### config.mk
export PLATFORM = sky130hd
export DESIGN_NAME = subvec_pack_mover
export DESIGN_NICKNAME = d
export VERILOG_FILES = /design/src/rtl/subvec_mover_pkg.sv /design/src/rtl/subvec_seq.sv /design/src/rtl/subvec_addr_gen.sv /design/src/rtl/subvec_lane_unit.sv /design/src/rtl/subvec_pack_mover.sv
export SDC_FILE = /design/constraint.sdc
export NUM_CORES = 1
export LEC_CHECK = 0
export BUFFER_PORTS_ARGS = -buffer_cell sky130_fd_sc_hd__buf_4
export CORE_MARGIN = 2
export CORE_UTILIZATION = 35
export DETAILED_ROUTE_END_ITERATION = 10
export PLACE_DENSITY = 0.63
export SYNTH_ARGS = -nofsm -noshare
export SYNTH_HDL_FRONTEND = slang
export SYNTH_SLANG_ARGS = --single-unit
### constraint.sdc
create_clock -name clk -period 30.4 [get_ports clk]
set_input_delay 7.6 -clock clk [delete_from_list [all_inputs] [get_ports clk]]
set_output_delay 7.6 -clock clk [all_outputs]
set_load 0.05 [all_outputs]
### src/rtl/subvec_mover_pkg.sv
package subvec_mover_pkg;
  localparam int XLEN = 32;
  localparam int SXW  = XLEN + 2;

  typedef enum logic [1:0] {ST_IDLE = 2'd0, ST_RUN = 2'd1, ST_FIN = 2'd2} seq_state_e;

  localparam logic [1:0] SAT_UNS = 2'd1;
  localparam logic [1:0] SAT_SGN = 2'd2;

  // width code to bit count
  function automatic logic [6:0] ew_bits(input logic [1:0] code);
    case (code)
      2'd0:    return 7'd8;
      2'd1:    return 7'd16;
      default: return 7'd32;
    endcase
  endfunction

  function automatic logic [XLEN-1:0] low_mask(input logic [6:0] w);
    if (w >= 7'(XLEN)) return '1;
    return (XLEN'(1) << w) - XLEN'(1);
  endfunction

  // convert one sub-element from source width to destination width
  function automatic logic [XLEN-1:0] conv_lane(input logic [XLEN-1:0] v,
                                                input logic [1:0] sc,
                                                input logic [1:0] dc,
                                                input logic [1:0] sat);
    logic [6:0]             sw;
    logic [6:0]             dw;
    logic [XLEN-1:0]        src;
    logic [XLEN-1:0]        dmask;
    logic [XLEN-1:0]        res;
    logic [SXW-1:0]         wrap;
    logic [SXW-1:0]         half;
    logic signed [SXW-1:0]  sv;
    logic signed [SXW-1:0]  hi;
    logic signed [SXW-1:0]  lo;
    sw    = ew_bits(sc);
    dw    = ew_bits(dc);
    src   = v & low_mask(sw);
    dmask = low_mask(dw);
    wrap  = SXW'(1) << sw;
    half  = SXW'(1) << (dw - 7'd1);
    sv    = $signed({2'b00, src});
    if (src[sw - 7'd1]) sv = sv - $signed(wrap);
    hi    = $signed(half - SXW'(1));
    lo    = -$signed(half);
    case (sat)
      SAT_UNS: res = (src > dmask) ? dmask : src;
      SAT_SGN: begin
        if (sv > hi)      res = hi[XLEN-1:0];
        else if (sv < lo) res = lo[XLEN-1:0];
        else              res = sv[XLEN-1:0];
        res = res & dmask;
      end
      default: res = src & dmask;
    endcase
    return res;
  endfunction
endpackage

### src/rtl/subvec_seq.sv
module subvec_seq #(
  parameter int MAXVL = 16,
  parameter int VIW   = 4,
  parameter int VLW   = 5
) (
  input  logic           clk,
  input  logic           rst_n,
  input  logic           start,
  input  logic [VLW-1:0] vl_in,
  input  logic [2:0]     svl,
  input  logic           pred_bit,
  input  logic           range_fault,
  output logic           accept,
  output logic           busy,
  output logic           done,
  output logic           err,
  output logic [VIW-1:0] grp,
  output logic [1:0]     sub,
  output logic           last_sub,
  output logic           step_fire,
  output logic           grp_skip,
  output logic           fault_hit
);
  import subvec_mover_pkg::*;

  seq_state_e     state;
  logic [VLW-1:0] vl_q;
  logic [VLW-1:0] vl_clamp;
  logic           running;
  logic           last_grp;

  assign vl_clamp  = (vl_in > VLW'(MAXVL)) ? VLW'(MAXVL) : vl_in;
  assign running   = (state == ST_RUN);
  assign accept    = (state == ST_IDLE) && start;
  assign busy      = running;
  assign done      = (state == ST_FIN);
  assign last_sub  = ({1'b0, sub} == (svl - 3'd1));
  assign last_grp  = (VLW'(grp) == (vl_q - VLW'(1)));
  assign grp_skip  = running && !pred_bit;
  assign fault_hit = running && pred_bit && range_fault;
  assign step_fire = running && pred_bit && !range_fault;

  always_ff @(posedge clk or negedge rst_n) begin
    if (!rst_n) begin
      state <= ST_IDLE;
      vl_q  <= '0;
      grp   <= '0;
      sub   <= '0;
      err   <= 1'b0;
    end else begin
      case (state)
        ST_IDLE: if (start) begin
          err   <= 1'b0;
          grp   <= '0;
          sub   <= '0;
          vl_q  <= vl_clamp;
          state <= (vl_clamp == '0) ? ST_FIN : ST_RUN;
        end
        ST_RUN: begin
          if (fault_hit) begin
            err   <= 1'b1;
            state <= ST_FIN;
          end else if (grp_skip || last_sub) begin
            sub <= '0;
            if (last_grp) state <= ST_FIN;
            else          grp   <= grp + VIW'(1);
          end else begin
            sub <= sub + 2'd1;
          end
        end
        default: state <= ST_IDLE;
      endcase
    end
  end
endmodule

### src/rtl/subvec_addr_gen.sv
module subvec_addr_gen #(
  parameter int NREG = 32,
  parameter int AW   = 5,
  parameter int VIW  = 4,
  parameter int EAW  = 12
) (
  input  logic           unpack,
  input  logic [AW-1:0]  src_base,
  input  logic [AW-1:0]  dst_base,
  input  logic [VIW-1:0] grp,
  input  logic [1:0]     sub,
  input  logic [2:0]     svl,
  output logic [EAW-1:0] rd_idx,
  output logic [EAW-1:0] wr_idx,
  output logic           range_fault
);
  logic [EAW-1:0] flat;
  logic [EAW-1:0] grp_w;

  assign grp_w = EAW'(grp);
  assign flat  = grp_w * EAW'(svl) + EAW'(sub);

  generate
    if (NREG > 0) begin : g_idx
      always_comb begin
        if (unpack) begin
          rd_idx = EAW'(src_base) + grp_w;
          wr_idx = EAW'(dst_base) + flat;
        end else begin
          rd_idx = EAW'(src_base) + flat;
          wr_idx = EAW'(dst_base) + grp_w;
        end
      end
    end
  endgenerate

  assign range_fault = (rd_idx >= EAW'(NREG)) || (wr_idx >= EAW'(NREG));
endmodule

### src/rtl/subvec_lane_unit.sv
module subvec_lane_unit (
  input  logic        unpack,
  input  logic [1:0]  sub,
  input  logic [1:0]  src_ew,
  input  logic [1:0]  dst_ew,
  input  logic [1:0]  sat_mode,
  input  logic [31:0] rdata,
  input  logic [31:0] acc,
  output logic [31:0] wdata
);
  import subvec_mover_pkg::*;

  logic [6:0]  sh_src;
  logic [6:0]  sh_dst;
  logic [31:0] lane_in;
  logic [31:0] lane_out;

  assign sh_src   = 7'(sub) * ew_bits(src_ew);
  assign sh_dst   = 7'(sub) * ew_bits(dst_ew);
  assign lane_in  = unpack ? (rdata >> sh_src) : rdata;
  assign lane_out = conv_lane(lane_in, src_ew, dst_ew, sat_mode);
  assign wdata    = unpack ? lane_out : (acc | (lane_out << sh_dst));
endmodule

### src/rtl/subvec_pack_mover.sv
module subvec_pack_mover #(
  parameter int NREG  = 32,
  parameter int MAXVL = 16,
  localparam int AW   = (NREG > 1) ? $clog2(NREG) : 1,
  localparam int VLW  = $clog2(MAXVL + 1)
) (
  input  logic             clk,
  input  logic             rst_n,
  input  logic             start,
  input  logic             unpack,
  input  logic [AW-1:0]    src_base,
  input  logic [AW-1:0]    dst_base,
  input  logic [VLW-1:0]   vec_len,
  input  logic [1:0]       subvl_m1,
  input  logic [1:0]       src_ew,
  input  logic [1:0]       dst_ew,
  input  logic [MAXVL-1:0] pred_mask,
  input  logic [1:0]       sat_mode,
  output logic [AW-1:0]    rf_raddr,
  input  logic [31:0]      rf_rdata,
  output logic             rf_we,
  output logic [AW-1:0]    rf_waddr,
  output logic [31:0]      rf_wdata,
  output logic             busy,
  output logic             done,
  output logic             err
);
  localparam int VIW = (MAXVL > 1) ? $clog2(MAXVL) : 1;
  localparam int EAW = AW + VIW + 3;

  // captured operation
  logic             unpack_q;
  logic [AW-1:0]    sb_q;
  logic [AW-1:0]    db_q;
  logic [2:0]       svl_q;
  logic [1:0]       sew_q;
  logic [1:0]       dew_q;
  logic [MAXVL-1:0] mask_q;
  logic [1:0]       sat_q;
  logic [31:0]      acc_q;

  // named internal events
  logic             accept;
  logic [VIW-1:0]   grp;
  logic [1:0]       sub;
  logic             last_sub;
  logic             step_fire;
  logic             grp_skip;
  logic             fault_hit;
  logic             range_fault;
  logic             pred_bit;
  logic [EAW-1:0]   rd_idx;
  logic [EAW-1:0]   wr_idx;
  logic [31:0]      wdata;

  assign pred_bit = mask_q[grp];

  always_ff @(posedge clk or negedge rst_n) begin
    if (!rst_n) begin
      unpack_q <= 1'b0;
      sb_q     <= '0;
      db_q     <= '0;
      svl_q    <= 3'd1;
      sew_q    <= '0;
      dew_q    <= '0;
      mask_q   <= '0;
      sat_q    <= '0;
    end else if (accept) begin
      unpack_q <= unpack;
      sb_q     <= src_base;
      db_q     <= dst_base;
      svl_q    <= {1'b0, subvl_m1} + 3'd1;
      sew_q    <= src_ew;
      dew_q    <= dst_ew;
      mask_q   <= pred_mask;
      sat_q    <= sat_mode;
    end
  end

  // pack accumulator: lanes of the group built so far
  always_ff @(posedge clk or negedge rst_n) begin
    if (!rst_n)                       acc_q <= '0;
    else if (accept)                  acc_q <= '0;
    else if (step_fire && !unpack_q)  acc_q <= last_sub ? '0 : wdata;
  end

  subvec_seq #(.MAXVL(MAXVL), .VIW(VIW), .VLW(VLW)) u_seq (
    .clk(clk), .rst_n(rst_n), .start(start), .vl_in(vec_len), .svl(svl_q),
    .pred_bit(pred_bit), .range_fault(range_fault), .accept(accept),
    .busy(busy), .done(done), .err(err), .grp(grp), .sub(sub),
    .last_sub(last_sub), .step_fire(step_fire), .grp_skip(grp_skip),
    .fault_hit(fault_hit)
  );

  subvec_addr_gen #(.NREG(NREG), .AW(AW), .VIW(VIW), .EAW(EAW)) u_addr (
    .unpack(unpack_q), .src_base(sb_q), .dst_base(db_q), .grp(grp), .sub(sub),
    .svl(svl_q), .rd_idx(rd_idx), .wr_idx(wr_idx), .range_fault(range_fault)
  );

  subvec_lane_unit u_lane (
    .unpack(unpack_q), .sub(sub), .src_ew(sew_q), .dst_ew(dew_q),
    .sat_mode(sat_q), .rdata(rf_rdata), .acc(acc_q), .wdata(wdata)
  );

  assign rf_raddr = rd_idx[AW-1:0];
  assign rf_waddr = wr_idx[AW-1:0];
  assign rf_wdata = wdata;
  assign rf_we    = step_fire && (unpack_q || last_sub);
endmodule

# Word-level counts from Yosys, hierarchy flattened
# Index checks and enable logic that the tools add are counted.
dict set report totals {
  latch_bits 0
  in_bits 75
  ramBits 0
  output_inout_bits 46
  mem_count 0
  reg_bits 82
  elab_cells 137
  rom_bits 0
}
dict set report classes {
  n_addsub 17
  magnitude_cmp 10
  div_mod_pow 0
  reduce_logical 24
  n_bitwise 4
  eq_ne 15
  multipliers 3
  n_mux 44
  shift 6
}
# cell n
set op_table {}
lappend op_table {{32-bit two-way mux} 13}
lappend op_table {{32-bit bitwise AND} 3}
lappend op_table {{32-bit one-hot mux with 2 select lines} 1}
lappend op_table {{1-bit by 6-bit left shift with 32-bit output, first input constant} 2}
lappend op_table {{32-bit by 2-bit subtractor with 32-bit output, second input constant} 2}
lappend op_table {{34-bit > comparator} 1}
lappend op_table {{34-bit less-than comparator} 1}
lappend op_table {{34-bit two-way mux} 1}
lappend op_table {{34-bit negation} 1}
lappend op_table {{1-bit by 6-bit left shift with 34-bit output, first input constant} 1}
lappend op_table {{1-bit by 7-bit left shift with 34-bit output, first input constant} 1}
lappend op_table {{33-bit by 34-bit subtractor with 34-bit output} 1}
lappend op_table {{34-bit by 1-bit subtractor with 34-bit output, second input constant} 1}
lappend op_table {{32-bit > comparator} 1}
lappend op_table {{32-bit bitwise OR} 1}
lappend op_table {{32-bit by 7-bit left shift with 32-bit output} 1}
lappend op_table {{32-bit by 7-bit right shift with 32-bit output} 1}
lappend op_table {{5-bit by 12-bit adder with 12-bit output} 2}
lappend op_table {{12-bit by 6-bit greater-or-equal comparator with 1-bit output, second input constant} 2}
lappend op_table {{12-bit two-way mux} 2}
lappend op_table {{6-bit one-hot mux with 2 select lines} 2}
lappend op_table {{2-bit two-way mux} 8}
lappend op_table {{4-bit two-way mux} 4}
lappend op_table {{2-bit by 6-bit multiplier with 7-bit output} 2}
lappend op_table {{other kinds (35)} 68}

# Depth between registers and ports, before layout
# Gate-level depths: netlist of run 1.
dict set report depth {
  ltp_word 21
  depth_mapped 38
  depth_no_buf 33
}

# Cells and area by module
# Synthesis of run 1 repeated with hierarchy kept, for this count alone.
dict set report unflattened {
  cells_unflattened 1425
  area_unflattened_um2 11621.1
}
# module area_each_um2 cells_each instances seq_area_each_um2
set modules_own_cells {}
lappend modules_own_cells {subvec_lane_unit 6457.4 970 1 0.0}
lappend modules_own_cells {subvec_pack_mover 2647.5 160 1 1702.9}
lappend modules_own_cells {subvec_addr_gen 1624.1 197 1 0.0}
lappend modules_own_cells {subvec_seq 892.1 98 1 350.3}

# Least setup slack after synthesis of run 1
# Ideal clock, no wire load.
dict set report synth_path {
  path_type {input to output}
  from {input port rf_rdata[8]}
  to {output port rf_wdata[16]}
  stages 27
  arrival_time_ps 13824
  path_slack_ps 8976
  path_cell_list {mux2i_1 o21ai_0 a22oi_1 nor2_1 ha_1 nor2_1 o21ai_0 a21oi_1 nand3_2 o32ai_4 a21bo_1 buf_6 a31oi_1 or2_2 ha_1 nor4b_1 nand3_1 or4_1 o211ai_1 a21boi_1 o31ai_4 buf_2 a31oi_1 nand2_1 o22ai_1 a21oi_1 o21ai_0}
}
dict set report synth_between {
  elab_chain_len 15
  elab_cells_between_ends 20
}
# element line_no
set synth_rtl {}
lappend synth_rtl {{from (decl)} subvec_pack_mover.sv:20} ;# input logic [31:0] rf_rdata,
lappend synth_rtl {{32-bit by 7-bit right shift with 32-bit output} subvec_lane_unit.sv:20} ;# assign lane_in = unpack ? (rdata >> sh_src) : rdata;
lappend synth_rtl {{32-bit two-way mux *} subvec_lane_unit.sv:20}
lappend synth_rtl {{32-bit bitwise AND *} subvec_mover_pkg.sv:41} ;# src = v & low_mask(sw);
lappend synth_rtl {{parallel branches: the longest is 8 deep, another holds 33-bit by 34-bit subtractor with 34-bit output} n/a}
lappend synth_rtl {{32-bit one-hot mux with 2 select lines *} subvec_mover_pkg.sv:49} ;# case (sat)
lappend synth_rtl {{32-bit by 7-bit left shift with 32-bit output} subvec_lane_unit.sv:22} ;# assign wdata = unpack ? lane_out : (acc | (lane_out << sh_dst));
lappend synth_rtl {{32-bit bitwise OR} subvec_lane_unit.sv:22}
lappend synth_rtl {{32-bit two-way mux *} subvec_lane_unit.sv:22}
lappend synth_rtl {{to (decl)} subvec_pack_mover.sv:23} ;# output logic [31:0] rf_wdata,
# Mark *: on every way between the ends. The select of a mux whose other input is x is not followed.

# Worst setup path in the final report of run 1
dict set report layout_path {
  from {input port rf_rdata[8]}
  to {output port rf_wdata[22]}
}
# The elaborated chain is that of the path after synthesis.

==> results of run 1 <==
[layout make-up]
class | instances | share of cell area
repair buffers | 138 | 0.08411
inverters | 73 | 0.02235
clock buffers | 12 | 0.02001
clock inverters | 4 | 0.008025
multi-input cells | 1198 | 0.6585
well taps | 396 | 0.04023
flip-flops and latches | 82 | 0.1668
[routing by layer]
metal	vias up	wire length, µm
met5	-	0
met4	0	2080
met3	119	2721
met2	556	18550
met1	5428	17340
li1	5371	-
[sequential cells by signal (all words and copies together) (netlist names)]
name         count
u_seq.sub        2
dew_q            2
sew_q            2
db_q             5
sb_q             5
mask_q          16
sat_q            2
unpack_q         1
svl_q            3
acc_q           32
u_seq.err        1
u_seq.grp        4
u_seq.state      2
u_seq.vl_q       5
[kinds of logic (layout without fill, tap and decap cells)]
group | after synthesis | after routing | synth area share
mux | 23 | 23 | 0.03114
simple gates | 553 | 553 | 0.2411
buf+inv | 143 | 227 | 0.05729
compound gates | 444 | 444 | 0.2815
other cells | 1 | 2 | 0.0003483
xor+xnor | 42 | 42 | 0.03544
fa+ha+maj | 134 | 134 | 0.1625
flops | 82 | 82 | 0.1907
[how the worst max path moves through the flow]
stage                   endpoint
global placement    rf_wdata[22]
finish              rf_wdata[22]
floorplan           rf_wdata[16]
global route        rf_wdata[22]
detailed placement  rf_wdata[22]
CTS                 rf_wdata[22]
[worst min-delay path: cells and delay by family (launching register included)]
family	cells	cell delay [ns]
and+or+nand+nor	2	0.10
DFF	1	0.34
[cells in the final DEF (no fill, tap or decap), types with 6 or more instances in the layout]
cell / Yosys / final
nor3_1: 37 / 37
nand2_1: 228 / 228
dfrtp_1: 81 / 80
o22ai_1: 17 / 17
a32oi_1: 6 / 6
mux2i_1: 11 / 11
xor2_1: 13 / 13
o2bb2ai_1: 7 / 7
nor2_1: 132 / 131
mux4_2: 8 / 8
a211oi_1: 10 / 10
nand2b_1: 11 / 11
nand3_1: 26 / 26
a21o_1: 16 / 16
fa_1: 10 / 10
nor4_1: 15 / 14
nor2b_1: 13 / 13
clkbuf_16: 0 / 9
a21oi_1: 105 / 105
xnor2_1: 28 / 28
inv_1: 66 / 66
ha_1: 123 / 123
and3_1: 9 / 9
a22oi_1: 14 / 14
o31ai_1: 10 / 10
nand4_1: 14 / 14
or4_1: 7 / 7
buf_4: 6 / 138
or2_2: 6 / 6
or3_1: 8 / 8
o21bai_1: 11 / 11
o21ai_1: 12 / 12
o21ai_0: 85 / 85
a21boi_0: 7 / 7
and2_1: 10 / 9
o21a_1: 12 / 12
a31oi_1: 21 / 21
o211ai_1: 25 / 25
a22o_1: 18 / 18
[stage by stage]
| stage | hold WS (ns) | util | worst slack [ns] | cells |
|---|---|---|---|---|
| 6_report | 0.4656 | 0.4048 | 7.497 | 1903 |
| 5_1_grt | 0.5010 | 0.4048 | 7.028 | 1903 |
| 4_1_cts | 0.4732 | 0.4048 | 7.737 | 1903 |
| 3_5_place_dp | 0.4573 | 0.3934 | 7.753 | 1887 |
| 3_3_place_gp | 0.4528 | 0.3934 | 7.871 | 1887 |
| 2_1_floorplan | 0.4395 | - | 8.976 | 1423 |
==> flow_summary.ini, run 1 <==
[clock_tree]
clk_pin_slew_ns = 0.06
cts.hold.buffers_added = 0
post_cts_buffers = 0
clock_latency_ns = 0.36
cts_resized = 0
cts_sinks = 82
htreeDepth = 3
cts_buffers = 9
clockRootBuffer = clkbuf_16
cts_buffer_depth = 2
tritoncts = built

[routing]
routed_wl_um = 40700
viasPerCell = 6.029
drc_errors = 0
drtPass1Iterations = 5
wl_per_cell_um = 21.39
num_vias = 11474
drtIter0Drc = 1203
ant_nets = 0

[global_routing]
grtUsageMet1 = 0.3421
busiest_layer = met2
use_met2 = 0.4112
antenna_found_initial = 0
grt-ovfl-total = 0
grt_pass1_wl_um = 63590
use_met3 = 0.03017
grt_pass1_vias = 11081
grtUsageTotal = 0.2558
grt_max_degree = 72

[floorplan]
dieArea_um2 = 32180
start_util = 0.3538
core_um2 = 30430
io_pins = 121
die_h_um = 179.4
die_width_um = 179.4
rows = 64

[synthesis]
ys_ff_latch = 82
synthCells = 1422
synth_area_um2 = 10770
ys_seq_area_frac = 0.1907
synth_most_common_cell = nand2_1
synth_ff_type = dfrtp_1
yosys-top-cells-area = dfrtp_1 19%, ha_1 14%, nand2_1 7.9%
syn_avg_cell_area_um2 = 7.571
synth_cell_types = 102
yosys_warnings = 0
synthTopCellsByCount = 228 x nand2_1, 132 x nor2_1, 123 x ha_1
synth_top_area_cell = dfrtp_1
async_reset_ff_frac = 1.000
synth_top_area_frac = 0.1883
synth_edf_count = 0

[placed_design]
gp_congestion = 0.9766
portBuffers = 120
post_dp_cell_area_um2 = 11970
hpwlAfterDp_um = 31560

[setup_path]
crit_fanout = 24
rrSetupSlack_ns = 19.93
reg2reg_from = sew_q[1]
worstPathArrival_ns = 15.30
cp-start-kind = primary input
rr_worst_depth = 25
crit_family = compound AO/OA/AOI/OAI gates
required_ns = 22.80
cpMostUsedCell = o21ai_0
timing.critical_path.from = rf_rdata[8]
critPathMaxStageDelay_ns = 0.73
worstSetupEndpointType = primary output
critPathKind = primary input to primary output
rr_endpoint = acc_q[29]
cp_slowest_cell = a21oi_1
cp.depth = 29
cp_num_buf_inv = 3

[timing]
rsz0062_at_grt = no
maxSlewViolCount = 0
setup_viol = 0
finalCriticalPeriod_ns = 22.90
hold_viol = 0
period_share = 0.7534
worstMarginPinSlew_ns = 1.154
clock-skew-final_ns = 0.006877
max_freq_mhz = 43.66
tns_ns = 0
relSlewSlack = 0.2248

[layout]
fin_area_um2 = 12320
final_layout_size_suffix_gt1_frac = 0.1400
diodes = 0
num-fill-cells = 3147
multi_input_area_um2 = 8110
fin_nets = 1710
regArea_um2 = 2054
synthToLayoutAreaGrowth_pct = 14.40

[hold_path]
hold_end = mask_q[11]
worst_hold_path_type = flip-flop to flip-flop
holdPathStages = 2
hold_start = mask_q[11]

[run]
cap_violations = 0

[status]
status = finished clean
Power of run 1 is not shown: default switching activity piles up to over one toggle a cycle in this logic, so the estimate is an artifact.
==> inputs of run 2 (changes only) <==
- clock period: 30.4 -> 23.3 ns (I/O delays scaled with it)
==> flow_summary.ini, run 2 (synthesis results as in run 1) <==
[routing]
viasPerCell = 6.017
drtPass1Iterations = 6
num_vias = 11450
routed_wl_um = 40580
wl_per_cell_um = 21.32
drtIter0Drc = 1125
drc_errors = 0
ant_nets = 0

[clock_tree]
cts_buffer_depth = 2
cts_buffers = 9
cts_resized = 0
htreeDepth = 3
post_cts_buffers = 0
clockRootBuffer = clkbuf_16
tritoncts = built
cts_sinks = 82
clock_latency_ns = 0.36
clk_pin_slew_ns = 0.06
cts.hold.buffers_added = 0

[setup_path]
critPathKind = primary input to primary output
cp-start-kind = primary input
rr_worst_depth = 27
rrSetupSlack_ns = 12.69
crit_fanout = 10
rr_endpoint = acc_q[29]
cp_slowest_cell = o31a_1
cp_num_buf_inv = 2
critPathMaxStageDelay_ns = 0.58
reg2reg_from = sew_q[1]
cpMostUsedCell = o21ai_0
worstPathArrival_ns = 13.47
required_ns = 17.48
worstSetupEndpointType = primary output
crit_family = compound AO/OA/AOI/OAI gates

[hold_path]
holdPathStages = 2
hold_start = mask_q[11]
hold_end = mask_q[11]
worst_hold_path_type = flip-flop to flip-flop

[layout]
multi_input_area_um2 = 8110
largest_registers = acc_q x32, mask_q x16
final_common_cell = nand2_1
final_cell_mix = 228 x nand2_1, 138 x buf_4, 131 x nor2_1
num-fill-cells = 3189
regArea_um2 = 2054
diodes = 0
synthToLayoutAreaGrowth_pct = 14.11
regMostFlops = acc_q
final_core_util = 0.4037
largest_reg_flops = 32
final_layout_size_suffix_gt1_frac = 0.1413
fin_nets = 1710

[global_routing]
antenna_found_initial = 0
grt_pass1_wl_um = 62800
busiest_layer = met2
grt_max_degree = 72
use_met3 = 0.03207
grtUsageMet1 = 0.3338
grt-ovfl-total = 0
grtUsageTotal = 0.2531
use_met2 = 0.4117
grt_pass1_vias = 11001

[floorplan]
rows = 64
dieArea_um2 = 32180
die_h_um = 179.4
io_pins = 121
start_util = 0.3538
die_width_um = 179.4
core_um2 = 30430

[timing]
maxSlewViolCount = 0
worstMarginPinSlew_ns = 1.240
rsz0062_at_grt = no
relSlewSlack = 0.1671
max_freq_mhz = 51.82
setup_viol = 0
clock-skew-final_ns = 0.01324
hold_viol = 0
tns_ns = 0
period_share = 0.8283
finalCriticalPeriod_ns = 19.30
holdWs_ns = 0.4679

[run]
cap_violations = 0

[status]
status = finished clean

[placed_design]
hpwlAfterDp_um = 31630
gp_congestion = 0.9841
portBuffers = 120
run 2: changes by cell type in the layout (fill, tap and decap cells not counted), sizes merged:
| cell | change |
|---|---|
| bufinv | -2 |
| clkbuf | -1 |
| inv | +1 |
| clkinv | +2 |
run 2: how the worst max path moves through the flow:
stage,startpoint,endpoint,slack [ns],cells after the start
after floorplan,rf_rdata[8],rf_wdata[16],5.43,27
after global placement,rf_rdata[8],rf_wdata[22],4.35,29
after detailed placement,rf_rdata[8],rf_wdata[22],4.28,29
after CTS,rf_rdata[8],rf_wdata[22],4.24,29
after global routing,rf_rdata[16],rf_wdata[29],3.55,26
final,rf_rdata[8],rf_wdata[29],4.00,26
run 2: metrics by stage:
| step | cells | cell area, µm² | setup WS (ns) |
|---|---|---|---|
| 2_1_floorplan | 1423 | 10770 | 5.426 |
| 3_3_place_gp | 1887 | 11970 | 4.347 |
| 3_5_place_dp | 1887 | 11970 | 4.277 |
| 4_1_cts | 1903 | 12290 | 4.242 |
| 5_1_grt | 1903 | 12290 | 3.547 |
| 6_report | 1903 | 12290 | 4.001 |
run 2: routing by layer:
| layer | share of wire | vias to the layer above | wire length [µm] |
|---|---|---|---|
| met5 | 0 | - | 0 |
| met4 | 0.046 | 0 | 1869 |
| met3 | 0.065 | 102 | 2634 |
| met1 | 0.43 | 5472 | 17480 |
| li1 | - | 5362 | - |
| met2 | 0.46 | 514 | 18600 |
run 2: worst register-to-register path, cell delays in order, from the launching register on:
cell and delay, ns:
dfrtp_1 0.55, or2_1 0.46, ha_1 0.50, and2_1 0.22, fa_1 0.56, or4_1 0.73
o21ai_2 0.56, and2_1 0.40, nand2_1 0.31, inv_1 0.26, ha_1 0.20, inv_1 0.06
nor4_1 0.39, a21bo_1 0.38, nand3_1 0.28, o21ai_0 0.26, ha_1 0.38, nor4b_1 0.43
nand3_1 0.17, or4_1 0.54, o211ai_1 0.24, a21boi_1 0.44, o31a_1 0.58, a21boi_1 0.26
a31oi_1 0.56, a21oi_1 0.17, o41a_1 0.43, a22o_1 0.22
run 2: area by class of cell:
class | instances | share of cell area
tap | 396 | 0.04033
inverter | 73 | 0.02241
timing repair buffer | 138 | 0.08433
multi-input combinational | 1198 | 0.6602
clock inverter | 5 | 0.004990
sequential | 82 | 0.1672
clock buffer | 11 | 0.02057
Power of run 2 is left out for the same reason.
==> inputs of run 3 (changes only) <==
- clock period: 23.3 -> 18 ns (I/O delays scaled with it)
==> flow_summary.ini, run 3 (synthesis results as in run 1) <==
[status]
status = finished clean

[clock_tree]
cts.hold.buffers_added = 0
clock_latency_ns = 0.36
cts_resized = 0
cts_sinks = 82
post_cts_buffers = 0
cts_buffer_depth = 2
clk_pin_slew_ns = 0.06
cts_buffers = 9
tritoncts = built
htreeDepth = 3
clockRootBuffer = clkbuf_16

[setup_path]
critPathKind = primary input to primary output
reg2reg_from = sew_q[1]
rr_worst_depth = 27
crit_path_end = rf_wdata[29]
timing.critical_path.from = rf_rdata[8]
crit_fanout = 14
rrSetupSlack_ns = 7.30
cp-start-kind = primary input
worstSetupEndpointType = primary output
worstPathArrival_ns = 12.22
rr_endpoint = acc_q[29]
required_ns = 13.50

[run]
cap_violations = 0

[routing]
drtIter0Drc = 1220
viasPerCell = 6.070
wl_per_cell_um = 21.32
routed_wl_um = 40570
num_vias = 11551
drc_errors = 0
ant_nets = 0
drtPass1Iterations = 6

[placed_design]
gp_congestion = 0.9825
hpwlAfterDp_um = 31640
portBuffers = 120

[layout]
fin_nets = 1710
final_cell_mix = 228 x nand2_1, 138 x buf_4, 131 x nor2_1
largest_reg_flops = 32
largest_registers = acc_q x32, mask_q x16
diodes = 0
regMostFlops = acc_q
synthToLayoutAreaGrowth_pct = 14.26
final_layout_size_suffix_gt1_frac = 0.1407
final_common_cell = nand2_1

[global_routing]
grt_pass1_wl_um = 63150
antenna_found_initial = 0
grtUsageTotal = 0.2549
grt_max_degree = 71
grt_pass1_vias = 11194
grt-ovfl-total = 0

[timing]
worstMarginPinSlew_ns = 1.082
setup_viol = 0
rsz0062_at_grt = no
finalCriticalPeriod_ns = 16.72
relSlewSlack = 0.2728
max_freq_mhz = 59.82
tns_ns = 0
hold_viol = 0
period_share = 0.9287
clock-skew-final_ns = 0.006171
maxSlewViolCount = 0

[floorplan]
core_um2 = 30430
die_width_um = 179.4
die_h_um = 179.4
dieArea_um2 = 32180
io_pins = 121
rows = 64
start_util = 0.3538

[hold_path]
worst_hold_path_type = flip-flop to flip-flop
[run 3: cell count changes in the layout (fill, tap and decap cells not counted), sizes merged]
cell / change
inv: -1
clkbuf: +1
bufinv: +1
clkinv: -1
[run 3: worst min path at each step]
stage	start	slack, ns	endpoint	depth (start not counted)
3_3_place_gp	mask_q[11]	0.45	mask_q[11]	2
3_5_place_dp	mask_q[2]	0.46	mask_q[2]	2
6_report	mask_q[2]	0.47	mask_q[2]	2
4_1_cts	mask_q[2]	0.48	mask_q[2]	2
2_1_floorplan	acc_q[13]	0.44	acc_q[13]	2
5_1_grt	mask_q[3]	0.51	mask_q[3]	2
[run 3: per-layer routing]
| layer | vias up | part of all wire | track usage |
|---|---|---|---|
| met2 | 556 | 0.45 | 0.4103 |
| met5 | - | 0 | 0 |
| met3 | 127 | 0.068 | 0.03481 |
| met1 | 5513 | 0.42 | 0.3298 |
| li1 | 5355 | - | - |
| met4 | 0 | 0.058 | 0.1411 |
[run 3: worst max-delay path, stage by stage]
cell and delay, ns:
buf_4 0.09, mux2i_1 0.06, o21ai_0 0.19, a22oi_1 0.13, nor2_1 0.32, ha_1 0.31, nor2_1 0.20, o21ai_0 0.12
a21oi_1 0.24, nand3_2 0.20, o32ai_4 0.50, a21boi_2 0.18, nor4_1 0.43, o21ai_0 0.29, ha_1 0.37, nor4b_1 0.39
nand3_1 0.16, or4_1 0.53, nand4b_1 0.21, nor3_1 0.16, a21boi_1 0.19, o31ai_4 0.64, buf_4 0.30, o211ai_1 0.11
a31oi_1 0.61, a21oi_1 0.15, o41a_1 0.42, buf_4 0.21
[run 3: per-stage QoR]
stage	instances	hold WS (ns)	area, µm²	utilization	setup WS, ns
global placement	1887	0.4526	11970	0.3934	1.745
global route	1903	0.5061	12300	0.4043	0.6268
floorplan	1423	0.4395	10770	-	2.776
detailed placement	1887	0.4605	11970	0.3934	1.528
CTS	1903	0.4763	12300	0.4043	1.499
finish	1903	0.4718	12300	0.4043	1.284
[run 3: layout make-up]
| type | count | area [µm²] |
|---|---|---|
| Timing Repair Buffer | 138 | 1036 |
| Multi-Input combinational cell | 1198 | 8110 |
| Fill cell | 3175 | 18130 |
| Clock buffer | 12 | 256.5 |
| Tap cell | 396 | 495.5 |
| Sequential cell | 82 | 2054 |
| Clock inverter | 4 | 73.82 |
| Inverter | 73 | 275.3 |
Power of run 3 is left out for the same reason.
